$ cat src/rtl/i2cm_pkg.sv
package i2cm_pkg;

    // register offsets
    localparam logic [1:0] A_CTRL = 2'd0;
    localparam logic [1:0] A_DATA = 2'd1;
    localparam logic [1:0] A_BAUD = 2'd2;
    localparam logic [1:0] A_SRST = 2'd3;

    // control bit positions
    localparam int C_IE    = 7;
    localparam int C_EN    = 6;
    localparam int C_START = 5;
    localparam int C_STOP  = 4;
    localparam int C_FLAG  = 3;
    localparam int C_ACK   = 2;

    // posted status codes
    localparam logic [7:0] ST_STARTED  = 8'h08;
    localparam logic [7:0] ST_RESTART  = 8'h10;
    localparam logic [7:0] ST_AW_ACK   = 8'h18;
    localparam logic [7:0] ST_AW_NACK  = 8'h20;
    localparam logic [7:0] ST_DT_ACK   = 8'h28;
    localparam logic [7:0] ST_DT_NACK  = 8'h30;
    localparam logic [7:0] ST_AR_ACK   = 8'h40;
    localparam logic [7:0] ST_AR_NACK  = 8'h48;
    localparam logic [7:0] ST_RX_ACK   = 8'h50;
    localparam logic [7:0] ST_RX_NACK  = 8'h58;
    localparam logic [7:0] ST_IDLE     = 8'hF8;

    typedef enum logic [1:0] {
        OP_START = 2'd0,
        OP_STOP  = 2'd1,
        OP_BIT   = 2'd2
    } bus_op_e;

    typedef enum logic [2:0] {
        SQ_READY = 3'd0,
        SQ_START = 3'd1,
        SQ_STOP  = 3'd2,
        SQ_TX    = 3'd3,
        SQ_RX    = 3'd4
    } seq_state_e;

endpackage

$ cat src/rtl/i2cm_tick_gen.sv
module i2cm_tick_gen #(
    parameter int M_W = 4,
    parameter int N_W = 3
) (
    input  logic           clk,
    input  logic           rst_n,
    input  logic           clr,
    input  logic           run,
    input  logic           hold,
    input  logic [M_W-1:0] div_m,
    input  logic [N_W-1:0] div_n,
    output logic           tick
);
    localparam int CNT_W = M_W + (1 << N_W) + 1;

    logic [CNT_W-1:0] cnt_d, cnt_q, lim;

    always_comb begin
        lim   = ((CNT_W'(div_m) + CNT_W'(1)) << div_n) << 1;
        lim   = lim - CNT_W'(1);
        tick  = run && !hold && (cnt_q == lim);
        cnt_d = cnt_q;
        if (clr || !run)      cnt_d = '0;
        else if (!hold)       cnt_d = (cnt_q == lim) ? '0 : cnt_q + CNT_W'(1);
    end

    always_ff @(posedge clk or negedge rst_n) begin
        if (!rst_n) cnt_q <= '0;
        else        cnt_q <= cnt_d;
    end
endmodule

$ cat src/rtl/i2cm_bit_engine.sv
module i2cm_bit_engine
    import i2cm_pkg::*;
(
    input  logic    clk,
    input  logic    rst_n,
    input  logic    clr,
    input  logic    tick,
    input  logic    go,
    input  bus_op_e op,
    input  logic    bit_val,
    input  logic    sda_i,
    output logic    busy,
    output logic    done,
    output logic    rx_bit,
    output logic    scl_low,
    output logic    sda_low
);
    typedef struct packed {
        logic       busy;
        logic [3:0] ph;
        bus_op_e    op;
        logic       bitv;
        logic       scl_low;
        logic       sda_low;
        logic       rx;
        logic [1:0] sync;
    } eng_t;

    localparam eng_t ENG_RST = '{busy: 1'b0, ph: 4'd0, op: OP_BIT, bitv: 1'b1,
                                 scl_low: 1'b0, sda_low: 1'b0, rx: 1'b1, sync: 2'b11};

    eng_t s_d, s_q;

    always_comb begin
        s_d      = s_q;
        s_d.sync = {s_q.sync[0], sda_i};
        done     = s_q.busy && tick && (s_q.ph == 4'd9);
        if (s_q.busy && tick) begin
            unique case (s_q.op)
                OP_START: begin
                    s_d.scl_low = (s_q.ph <= 4'd2) || (s_q.ph == 4'd9);
                    s_d.sda_low = (s_q.ph >= 4'd6);
                end
                OP_STOP: begin
                    s_d.scl_low = (s_q.ph <= 4'd2);
                    s_d.sda_low = (s_q.ph <= 4'd5);
                end
                default: begin
                    s_d.scl_low = (s_q.ph <= 4'd4) || (s_q.ph == 4'd9);
                    s_d.sda_low = !s_q.bitv;
                end
            endcase
            if (s_q.ph == 4'd7) s_d.rx = s_q.sync[1];
            if (s_q.ph == 4'd9) s_d.busy = 1'b0;
            else                s_d.ph   = s_q.ph + 4'd1;
        end
        if (go && (!s_q.busy || done)) begin
            s_d.busy = 1'b1;
            s_d.ph   = 4'd0;
            s_d.op   = op;
            s_d.bitv = bit_val;
        end
        if (clr) s_d = ENG_RST;
    end

    always_ff @(posedge clk or negedge rst_n) begin
        if (!rst_n) s_q <= ENG_RST;
        else        s_q <= s_d;
    end

    assign busy    = s_q.busy;
    assign rx_bit  = s_q.rx;
    assign scl_low = s_q.scl_low;
    assign sda_low = s_q.sda_low;
endmodule

$ cat src/rtl/i2c_byte_master.sv
module i2c_byte_master
    import i2cm_pkg::*;
#(
    parameter int DIV_M_W = 4,
    parameter int DIV_N_W = 3
) (
    input  logic       clk,
    input  logic       rst_n,
    input  logic       wr_en,
    input  logic [1:0] wr_addr,
    input  logic [7:0] wr_data,
    output logic [7:0] ctrl_o,
    output logic [7:0] data_o,
    output logic [7:0] status_o,
    output logic       irq_o,
    input  logic       sda_i,
    output logic       scl_low_o,
    output logic       sda_low_o
);
    localparam int BAUD_W = DIV_M_W + DIV_N_W;

    typedef struct packed {
        logic [7:0]        ctrl;
        logic [7:0]        data;
        logic [BAUD_W-1:0] baud;
        logic [7:0]        status;
        seq_state_e        st;
        logic [3:0]        cnt;
        logic [7:0]        sh;
        logic              in_xfer;
        logic              is_addr;
        logic              rd;
        logic              ack_out;
    } regs_t;

    localparam regs_t REGS_RST = '{ctrl: 8'h00, data: 8'h00, baud: '0, status: ST_IDLE,
                                   st: SQ_READY, cnt: 4'd0, sh: 8'h00, in_xfer: 1'b0,
                                   is_addr: 1'b0, rd: 1'b0, ack_out: 1'b0};

    regs_t   r_d, r_q;
    logic    go, bitv, srst, tick, eng_busy, eng_done, eng_rx;
    bus_op_e op;
    logic    tx_ok, rx_ok, ack_in;

    always_comb begin
        r_d    = r_q;
        go     = 1'b0;
        op     = OP_BIT;
        bitv   = 1'b1;
        srst   = wr_en && (wr_addr == A_SRST);
        ack_in = !eng_rx;
        tx_ok  = (r_q.status == ST_STARTED) || (r_q.status == ST_RESTART) ||
                 (r_q.status == ST_AW_ACK)  || (r_q.status == ST_DT_ACK);
        rx_ok  = (r_q.status == ST_AR_ACK)  || (r_q.status == ST_RX_ACK);

        if (wr_en) begin
            unique case (wr_addr)
                A_CTRL: begin
                    r_d.ctrl          = wr_data;
                    r_d.ctrl[C_START] = r_q.ctrl[C_START] | wr_data[C_START];
                    r_d.ctrl[C_STOP]  = r_q.ctrl[C_STOP]  | wr_data[C_STOP];
                    r_d.ctrl[C_FLAG]  = r_q.ctrl[C_FLAG]  & wr_data[C_FLAG];
                end
                A_DATA:  r_d.data = wr_data;
                A_BAUD:  r_d.baud = wr_data[BAUD_W-1:0];
                default: ;
            endcase
        end

        unique case (r_q.st)
            SQ_READY: if (r_q.ctrl[C_EN] && !r_q.ctrl[C_FLAG]) begin
                if (r_q.ctrl[C_START]) begin
                    go = 1'b1; op = OP_START; r_d.st = SQ_START;
                end else if (r_q.ctrl[C_STOP]) begin
                    if (r_q.in_xfer) begin
                        go = 1'b1; op = OP_STOP; r_d.st = SQ_STOP;
                    end else begin
                        r_d.ctrl[C_STOP] = 1'b0;
                    end
                end else if (r_q.in_xfer && tx_ok) begin
                    go          = 1'b1;
                    bitv        = r_q.data[7];
                    r_d.sh      = r_q.data << 1;
                    r_d.cnt     = 4'd0;
                    r_d.is_addr = (r_q.status == ST_STARTED) || (r_q.status == ST_RESTART);
                    r_d.rd      = r_q.data[0];
                    r_d.st      = SQ_TX;
                end else if (r_q.in_xfer && rx_ok) begin
                    go      = 1'b1;
                    r_d.cnt = 4'd0;
                    r_d.st  = SQ_RX;
                end
            end
            SQ_START: if (eng_done) begin
                r_d.status        = r_q.in_xfer ? ST_RESTART : ST_STARTED;
                r_d.in_xfer       = 1'b1;
                r_d.ctrl[C_START] = 1'b0;
                r_d.ctrl[C_FLAG]  = 1'b1;
                r_d.st            = SQ_READY;
            end
            SQ_STOP: if (eng_done) begin
                r_d.status       = ST_IDLE;
                r_d.in_xfer      = 1'b0;
                r_d.ctrl[C_STOP] = 1'b0;
                r_d.st           = SQ_READY;
            end
            SQ_TX: if (eng_done) begin
                if (r_q.cnt == 4'd8) begin
                    if (r_q.is_addr && r_q.rd) r_d.status = ack_in ? ST_AR_ACK : ST_AR_NACK;
                    else if (r_q.is_addr)      r_d.status = ack_in ? ST_AW_ACK : ST_AW_NACK;
                    else                       r_d.status = ack_in ? ST_DT_ACK : ST_DT_NACK;
                    r_d.ctrl[C_FLAG] = 1'b1;
                    r_d.st           = SQ_READY;
                end else begin
                    go      = 1'b1;
                    bitv    = (r_q.cnt == 4'd7) ? 1'b1 : r_q.sh[7];
                    r_d.sh  = r_q.sh << 1;
                    r_d.cnt = r_q.cnt + 4'd1;
                end
            end
            SQ_RX: if (eng_done) begin
                if (r_q.cnt == 4'd8) begin
                    r_d.data         = r_q.sh;
                    r_d.status       = r_q.ack_out ? ST_RX_ACK : ST_RX_NACK;
                    r_d.ctrl[C_FLAG] = 1'b1;
                    r_d.st           = SQ_READY;
                end else begin
                    go      = 1'b1;
                    r_d.sh  = {r_q.sh[6:0], eng_rx};
                    r_d.cnt = r_q.cnt + 4'd1;
                    if (r_q.cnt == 4'd7) begin
                        r_d.ack_out = r_q.ctrl[C_ACK];
                        bitv        = !r_q.ctrl[C_ACK];
                    end
                end
            end
            default: r_d.st = SQ_READY;
        endcase

        if (srst) begin
            r_d      = REGS_RST;
            r_d.baud = r_q.baud;
            go       = 1'b0;
        end
    end

    always_ff @(posedge clk or negedge rst_n) begin
        if (!rst_n) r_q <= REGS_RST;
        else        r_q <= r_d;
    end

    i2cm_tick_gen #(.M_W(DIV_M_W), .N_W(DIV_N_W)) tick_i (
        .clk   (clk),
        .rst_n (rst_n),
        .clr   (srst),
        .run   (eng_busy),
        .hold  (!r_q.ctrl[C_EN]),
        .div_m (r_q.baud[BAUD_W-1:DIV_N_W]),
        .div_n (r_q.baud[DIV_N_W-1:0]),
        .tick  (tick)
    );

    i2cm_bit_engine eng_i (
        .clk     (clk),
        .rst_n   (rst_n),
        .clr     (srst),
        .tick    (tick),
        .go      (go),
        .op      (op),
        .bit_val (bitv),
        .sda_i   (sda_i),
        .busy    (eng_busy),
        .done    (eng_done),
        .rx_bit  (eng_rx),
        .scl_low (scl_low_o),
        .sda_low (sda_low_o)
    );

    assign ctrl_o   = r_q.ctrl;
    assign data_o   = r_q.data;
    assign status_o = r_q.status;
    assign irq_o    = r_q.ctrl[C_FLAG] & r_q.ctrl[C_IE];
endmodule

$ cat config.mk
export PLATFORM = sky130hd
export DESIGN_NAME = i2c_byte_master
export DESIGN_NICKNAME = d
export VERILOG_FILES = /design/src/rtl/i2cm_pkg.sv /design/src/rtl/i2cm_tick_gen.sv /design/src/rtl/i2cm_bit_engine.sv /design/src/rtl/i2c_byte_master.sv
export SDC_FILE = /design/constraint.sdc
export NUM_CORES = 1
export LEC_CHECK = 0
export ABC_CLOCK_PERIOD_IN_PS = 4100
export BUFFER_PORTS_ARGS = -buffer_cell sky130_fd_sc_hd__buf_2
export CAP_MARGIN = 20
export CELL_PAD_IN_SITES_DETAIL_PLACEMENT = 1
export CELL_PAD_IN_SITES_GLOBAL_PLACEMENT = 1
export CORE_MARGIN = 2
export CORE_UTILIZATION = 35
export CTS_CLUSTER_SIZE = 30
export DETAILED_ROUTE_END_ITERATION = 16
export HOLD_SLACK_MARGIN = 0.02
export PLACE_DENSITY_LB_ADDON = 0.25
export SLEW_MARGIN = 20
export SYNTH_ARGS = -nofsm -noshare
export SYNTH_HDL_FRONTEND = slang
export SYNTH_SLANG_ARGS = --single-unit
export TNS_END_PERCENT = 100
$ cat constraint.sdc
create_clock -name clk -period 4.1 [get_ports clk]
set_input_delay 0 -clock clk [delete_from_list [all_inputs] [get_ports clk]]
set_output_delay 0 -clock clk [all_outputs]
set_load 0.02 [all_outputs]
== Yosys cells after proc, flatten, opt, wreduce, memory -nomap -nowiden ==
Cells that the tools add are included.
Widths: inputs -> output; s select.

* Flip-flop bits (word level): 76
* Bits of input ports: 14
* Output and inout port bits: 27
* Logic and storage cells: 225

* Add/subtract/negate cells: 5
* Order comparisons: 4
* Equal/unequal tests: 38
* Shift-type cells: 1
* Mux-type cells: 96
* Bitwise logic cells: 5
* Reduce and logical (&&, ||, !) cells: 55

{| class="wikitable"
|+ Operators with widths
! operator !! number
|-
| $mux 23 || 3
|-
| $mux 8 || 8
|-
| $mux 13 || 4
|-
| $mux 50 || 1
|-
| $mux 12 || 4
|-
| $mux 11 || 4
|-
| $mux 1 || 37
|-
| $ne 3x2->1 const B || 12
|-
| $pmux 12 s3 || 1
|-
| $pmux 8 s4 || 1
|-
| $reduce_and 9->1 || 3
|-
| $reduce_bool 2->1 || 12
|-
| $mux 7 || 3
|-
| $mux 2 || 10
|-
| $eq 8x5->1 const B || 2
|-
| $eq 8x7->1 const B || 2
|-
| $mux 15 || 1
|-
| $mux 5 || 3
|-
| $pmux 3 s5 || 1
|-
| $add 13x1->13 const B || 1
|-
| $eq 13x13->1 || 1
|-
| $shl 13x3->12 || 1
|-
| $sub 13x1->13 const B || 1
|-
| $mux 3 || 4
|-
| 41 further kinds || 84
|}

== Logic depth before layout (Yosys ltp) ==
* Depth after elaboration: 14
* Depth in mapped cells: 18
* Mapped depth without buffers: 15

== Modules after synthesis ==
From an unflattened synthesis, not the netlist that was laid out.

* Cell total of the unflattened synthesis: 630
* Area total of the unflattened synthesis: 5,616.6 µm²

{| class="wikitable"
|+ Modules (own cells, without submodules)
! module !! times used !! cells each !! area each (µm²) !! seq. area each (µm²)
|-
| i2c_byte_master || 1 || 301 || 2,852.7 || 1,182.4
|-
| i2cm_tick_gen || 1 || 254 || 2,031.9 || 325.3
|-
| i2cm_bit_engine || 1 || 75 || 732.0 || 331.6
|}

== Least setup slack after synthesis ==
Ideal clock, no wire load.

* Path type: reg2reg
* From: register r_q[30] (netlist name)
* To: register r_q[14] (netlist name)
* Setup time: 78 ps
* Arrival: 3,775 ps
* Required time: 4,022 ps
* Setup slack: 247 ps
* Cell stages (with the launch flop): 16
* Path buffers: 2
* Period minus slack after synthesis: 3,853 ps
* Cells stage by stage: dfrtp_1 > or3_1 > clkbuf_1 > nand2b_1 > ha_1 > xnor2_1 > or3_1 > a22oi_1 > a31oi_1 > o22a_1 > nor3_1 > nand2_1 > or4_4 > buf_6 > or4_1 > a21oi_1

* Cells in the longest elaborated chain, start to end: 9
* Elaborated cells between the ends (all ways): 10
* Those cells by class: add/sub (2); eq/ne (3); shift (1); reduce/logical (4)

{| class="wikitable"
|+ Ends and longest elaborated chain
! item !! line !! source
|-
| start, declared || i2c_byte_master.sv:40 || <nowiki>regs_t r_d, r_q;</nowiki>
|-
| start signal, assigned || i2c_byte_master.sv:149 || <nowiki>else r_q <= r_d;</nowiki>
|-
| $add 4x1->5 * || i2cm_tick_gen.sv:19 || <nowiki>lim = ((CNT_W'(div_m) + CNT_W'(1)) << div_n) << 1;</nowiki>
|-
| $shl 13x3->12 * || i2cm_tick_gen.sv:19 ||
|-
| $sub 13x1->13 * || i2cm_tick_gen.sv:20 || <nowiki>lim = lim - CNT_W'(1);</nowiki>
|-
| $eq 13x13->1 * || i2cm_tick_gen.sv:21 || <nowiki>tick = run && !hold && (cnt_q == lim);</nowiki>
|-
| $logic_and 1x1->1 * || i2cm_tick_gen.sv:21 ||
|-
| $logic_and 1x1->1 * (2 in a row) || i2cm_bit_engine.sv:37 || <nowiki>done = s_q.busy && tick && (s_q.ph == 4'd9);</nowiki>
|-
| $ne 3x2->1 (no source line) || - ||
|-
| $reduce_and 9->1 (no source line) * || - ||
|}

Every way passes the cells marked *; elsewhere a longest branch is shown, timed or not.
A chain may end at the register's enable or synchronous reset.

== Worst setup path after layout ==
* From: register r_q[30] (netlist name)
* To: register eng_i.s_q[11] (netlist name)

* Cells in the longest elaborated chain, start to end: 13
* Elaborated cells between the ends (all ways): 17
* Those cells by class: add/sub (2); eq/ne (2); shift (1); mux (5); reduce/logical (7)

{| class="wikitable"
|+ Ends and longest elaborated chain
! item !! line !! source
|-
| $add 4x1->5 * || i2cm_tick_gen.sv:19 ||
|-
| $shl 13x3->12 * || i2cm_tick_gen.sv:19 ||
|-
| $sub 13x1->13 * || i2cm_tick_gen.sv:20 ||
|-
| $eq 13x13->1 * || i2cm_tick_gen.sv:21 ||
|-
| $logic_and 1x1->1 * || i2cm_tick_gen.sv:21 ||
|-
| $logic_and 1x1->1 * || i2cm_bit_engine.sv:37, i2cm_bit_engine.sv:38 ||
|-
| $logic_and 1x1->1 || i2cm_bit_engine.sv:37 ||
|-
| $mux 1 || i2c_byte_master.sv:107 || <nowiki>SQ_TX: if (eng_done) begin</nowiki>
|-
| $pmux 1 s2 || i2c_byte_master.sv:70 || <nowiki>unique case (r_q.st)</nowiki>
|-
| $mux 1 || i2c_byte_master.sv:140 || <nowiki>if (srst) begin</nowiki>
|-
| $logic_and 1x1->1 || i2cm_bit_engine.sv:57 || <nowiki>if (go && (!s_q.busy || done)) begin</nowiki>
|-
| $ne 3x3->1 (no source line), or another cell as far along || - ||
|-
| $reduce_and 2->1 (no source line) / $mux 13 (equally long branches) || - ||
|-
| end signal, assigned || i2cm_bit_engine.sv:67 || <nowiki>if (!rst_n) s_q <= ENG_RST;</nowiki>
|-
| end signal, assigned || i2cm_bit_engine.sv:68 || <nowiki>else s_q <= s_d;</nowiki>
|-
| end, declared || i2cm_bit_engine.sv:32 || <nowiki>eng_t s_d, s_q;</nowiki>
|}

Every way passes the cells marked *; elsewhere a longest branch is shown, timed or not. The select of a mux whose other input is x is not followed.

==> results.md <==
* I/O pin cnt at 41
* Reg clk slew, reported paths at 0.06 ns
* Die ar. at 0.0163 mm²
* Final net count at roughly 680
* Bufs on Longest Clock Path at 2
* Post-DP Area at 0.00559 mm²
* Total gr overflow at 0
* Post-synth EDFFs at 0
* GP Congestion at between 0.8 and 0.9
* Least-Margin Pin Slew at 0.970 ns
* R2R setup slack at 0.27 ns
* # DRC at 0
* Worst Setup SP: r_q[30]$_DFFE_PN0P_
* Worst setup path end: eng_i.s_q[11]$_DFFE_PN0P_
* Total GRT Usage at 0.196
* Worst-Skew Late Latency at 0.34 ns
* Via density at around 5.7
* Num Clock Sinks at 73
* CTS tree: yes
* Run status: finished clean
* Detailed Route WL at 15600 µm
* RSZ-0062 raised after global routing: no
* Seq/Total Area, Yosys at 0.343
* Finished Cell Area at slightly above 0.006 mm²
* Top_reg_cell synth: dfrtp_1
* Worst setup SP type: flip-flop
* Crit. End Element: flip-flop
* Crit path DAT at a little over 4 ns
* Initial antenna violation count at 0
* Synth-to-layout area growth at 12.9%
* Final setup vio count at 0
* Antenna fix cells at 0
* Relative slew slack at 0.353
* Vias in the first global route at 5031
* Tmin final at roughly 3.8 ns
* Vias at 4789
* Root buf cell: clkbuf_16
* First-pass iteration count of the detailed router at 4
* Final Cycle Share at 0.934
* WS Path Type: reg2reg
* Ratio of cells with drive above 1 in the final layout at 0.175
* Placed wire-length estimate at 11400 µm
* F_max at 261 MHz
* H-tree levels at 3
* Worst r2r src: r_q[30]$_DFFE_PN0P_
* Global-route wire length before repair at ~26000 µm
* Core box area at 0.0151 mm²
* Slew Viols, Final at 0
* FF-to-FF End: eng_i.s_q[11]$_DFFE_PN0P_
* Lkg Pwr at between 2 and 3 nW
* Worst R2R Path Depth at 13
* Final Hold Vio Count at 0
* Cell variety after synth at 71
* Initial drt markers at 198
* Die X at 128 µm
* Commonest non-fill, non-tap cell in the layout: dfrtp_1
* Synthesized area at approximately 0.0054 mm²
* Max cap viols at 0
* Number of synthesized register bits at 73
* Synthesis Warnings at 0
* Num rows at 45
* Setup_tns at 0 ns
* Clk_skew at 0.00689 ns
* TritonCTS Buffers at 9
* Asr flop ratio synth at 1.00
* Crit Path Max Fanout at 9
* PD cells at roughly 450 mW/mm²
* Syn avg cell area at 8.48 µm²
* Hold Crit Class: in2reg
* WL/cell at ~18 µm
* Syn Inst Count at approximately 630
* Most frequent cells in the layout: dfrtp_1 (62), nand2_1 (57), nor2_1 (49)
* Initial core utilization at 0.355
* Largest net degree at the start of global routing at 74
* Worst path required time at 4.37 ns
* IO buf count at 37
* Routed Antenna Nets at 0
* Peak VDD IR at 0.244 mV
* Filler cell count at 1812
* Die height at 128 µm
[worst min-delay path by stage]
stage / slack (ns) / end / startpoint / depth (start not counted)
finish: 0.04 / ctrl_o[7]$_DFFE_PN0P_ / wr_addr[1] / 2
global route: 0.06 / ctrl_o[0]$_DFFE_PN0P_ / wr_addr[1] / 2
CTS: 0.02 / ctrl_o[7]$_DFFE_PN0P_ / wr_addr[1] / 2
detailed placement: 0.22 / eng_i.s_q[0]$_DFF_PN1_ / sda_i / 2
global placement: 0.21 / eng_i.s_q[0]$_DFF_PN1_ / sda_i / 2
floorplan: -0.30 / ctrl_o[0]$_DFFE_PN0P_ / rst_n / 0
[area by class of cell]
class / count / area (µm²) / area share
sequential: 73 / 1840 / 0.304
clock inverter: 5 / 55.1 / 0.00909
timing repair buffer: 66 / 458 / 0.0757
tap: 188 / 235 / 0.0389
inverter: 19 / 71.3 / 0.0118
clock buffer: 11 / 243 / 0.0401
multi-input combinational: 482 / 3150 / 0.520
[metal layers]
metal  vias up  track usage  part of all wire
met5         -            0                 0
met2        59        0.341              0.49
li1       2314            -                 -
met1      2396        0.248              0.46
met3        20       0.0342             0.027
met4         0       0.0627             0.018
[registers in the layout, indices dropped and copies added (netlist names), 5 cells and up]
name	cells
ctrl_o	8
data_o	8
eng_i.s_q	9
r_q	26
status_o	5
tick_i.cnt_q	13
[report_power, final]
part	internal [mW]	switching (mW)
registers	0.791	0.113
logic	0.403	0.601
clock network	0.486	0.313
[what timing repair did]
action                     CTS  global route
hold endpoints to repair    73             0
hold buffers                11             0
resized for setup            0            11
setup endpoints to repair    0            25
buffers inserted             0             2
[critical path, cell delays in order, from the launching register on]
cell       delay, ns
dfrtp_1         0.40
ha_2            0.32
or2_2           0.32
a21o_1          0.17
o31a_1          0.18
a211o_4         0.38
or2_2           0.30
a32o_1          0.25
o211ai_1        0.40
nor3_2          0.10
buf_4           0.19
o2bb2ai_1       0.23
or2_2           0.40
nor2_1          0.12
[cells in the mapped netlist (9+ instances only)]
library cell / n / area [µm²]
and3_1: 9 / 56.3
nor3b_1: 12 / 90.1
a21oi_1: 34 / 170
inv_1: 19 / 71.3
a21o_1: 11 / 82.6
nand2_1: 57 / 214
nor2b_1: 9 / 56.3
xnor2_1: 14 / 123
buf_4: 30 / 225
mux2i_1: 28 / 280
clkbuf_1: 25 / 93.8
a211oi_1: 21 / 158
nor3_1: 15 / 75.1
nand3_1: 30 / 150
nor2_1: 50 / 188
dfstp_2: 10 / 263
ha_1: 10 / 125
o21ai_0: 40 / 200
dfrtp_1: 63 / 1580
nand2b_1: 11 / 68.8
[per-stage QoR]
step / std cells / power (mW) / setup WS, ns / hold WS (ns) / utilization
final: 844 / 2.71 / 0.270 / 0.0360 / 0.401
after global routing: 844 / 2.88 / 0.0358 / 0.0625 / 0.401
after CTS: 842 / 2.71 / 0.0864 / 0.0204 / 0.397
after detailed placement: 815 / 1.88 / 0.0886 / 0.219 / 0.370
after global placement: 815 / 1.86 / 0.209 / 0.206 / 0.370
after floorplan: 634 / 1.63 / 0.247 / -0.296 / -
[cell families (layout without fill, tap and decap cells)]
group	count (synthesis)	in the layout	share of synthesized area
xor gates and xnor gates	20	20	0.0366
buffers and inverters	79	101	0.0786
and+or+nand+nor	240	240	0.234
muxes	36	36	0.0691
adders and majority gates	10	10	0.0233
other	1	3	0.000699
AOI/OAI and AO/OA	173	173	0.214
DFF	73	73	0.343
Note: power is estimated with default switching activity, not from simulation.
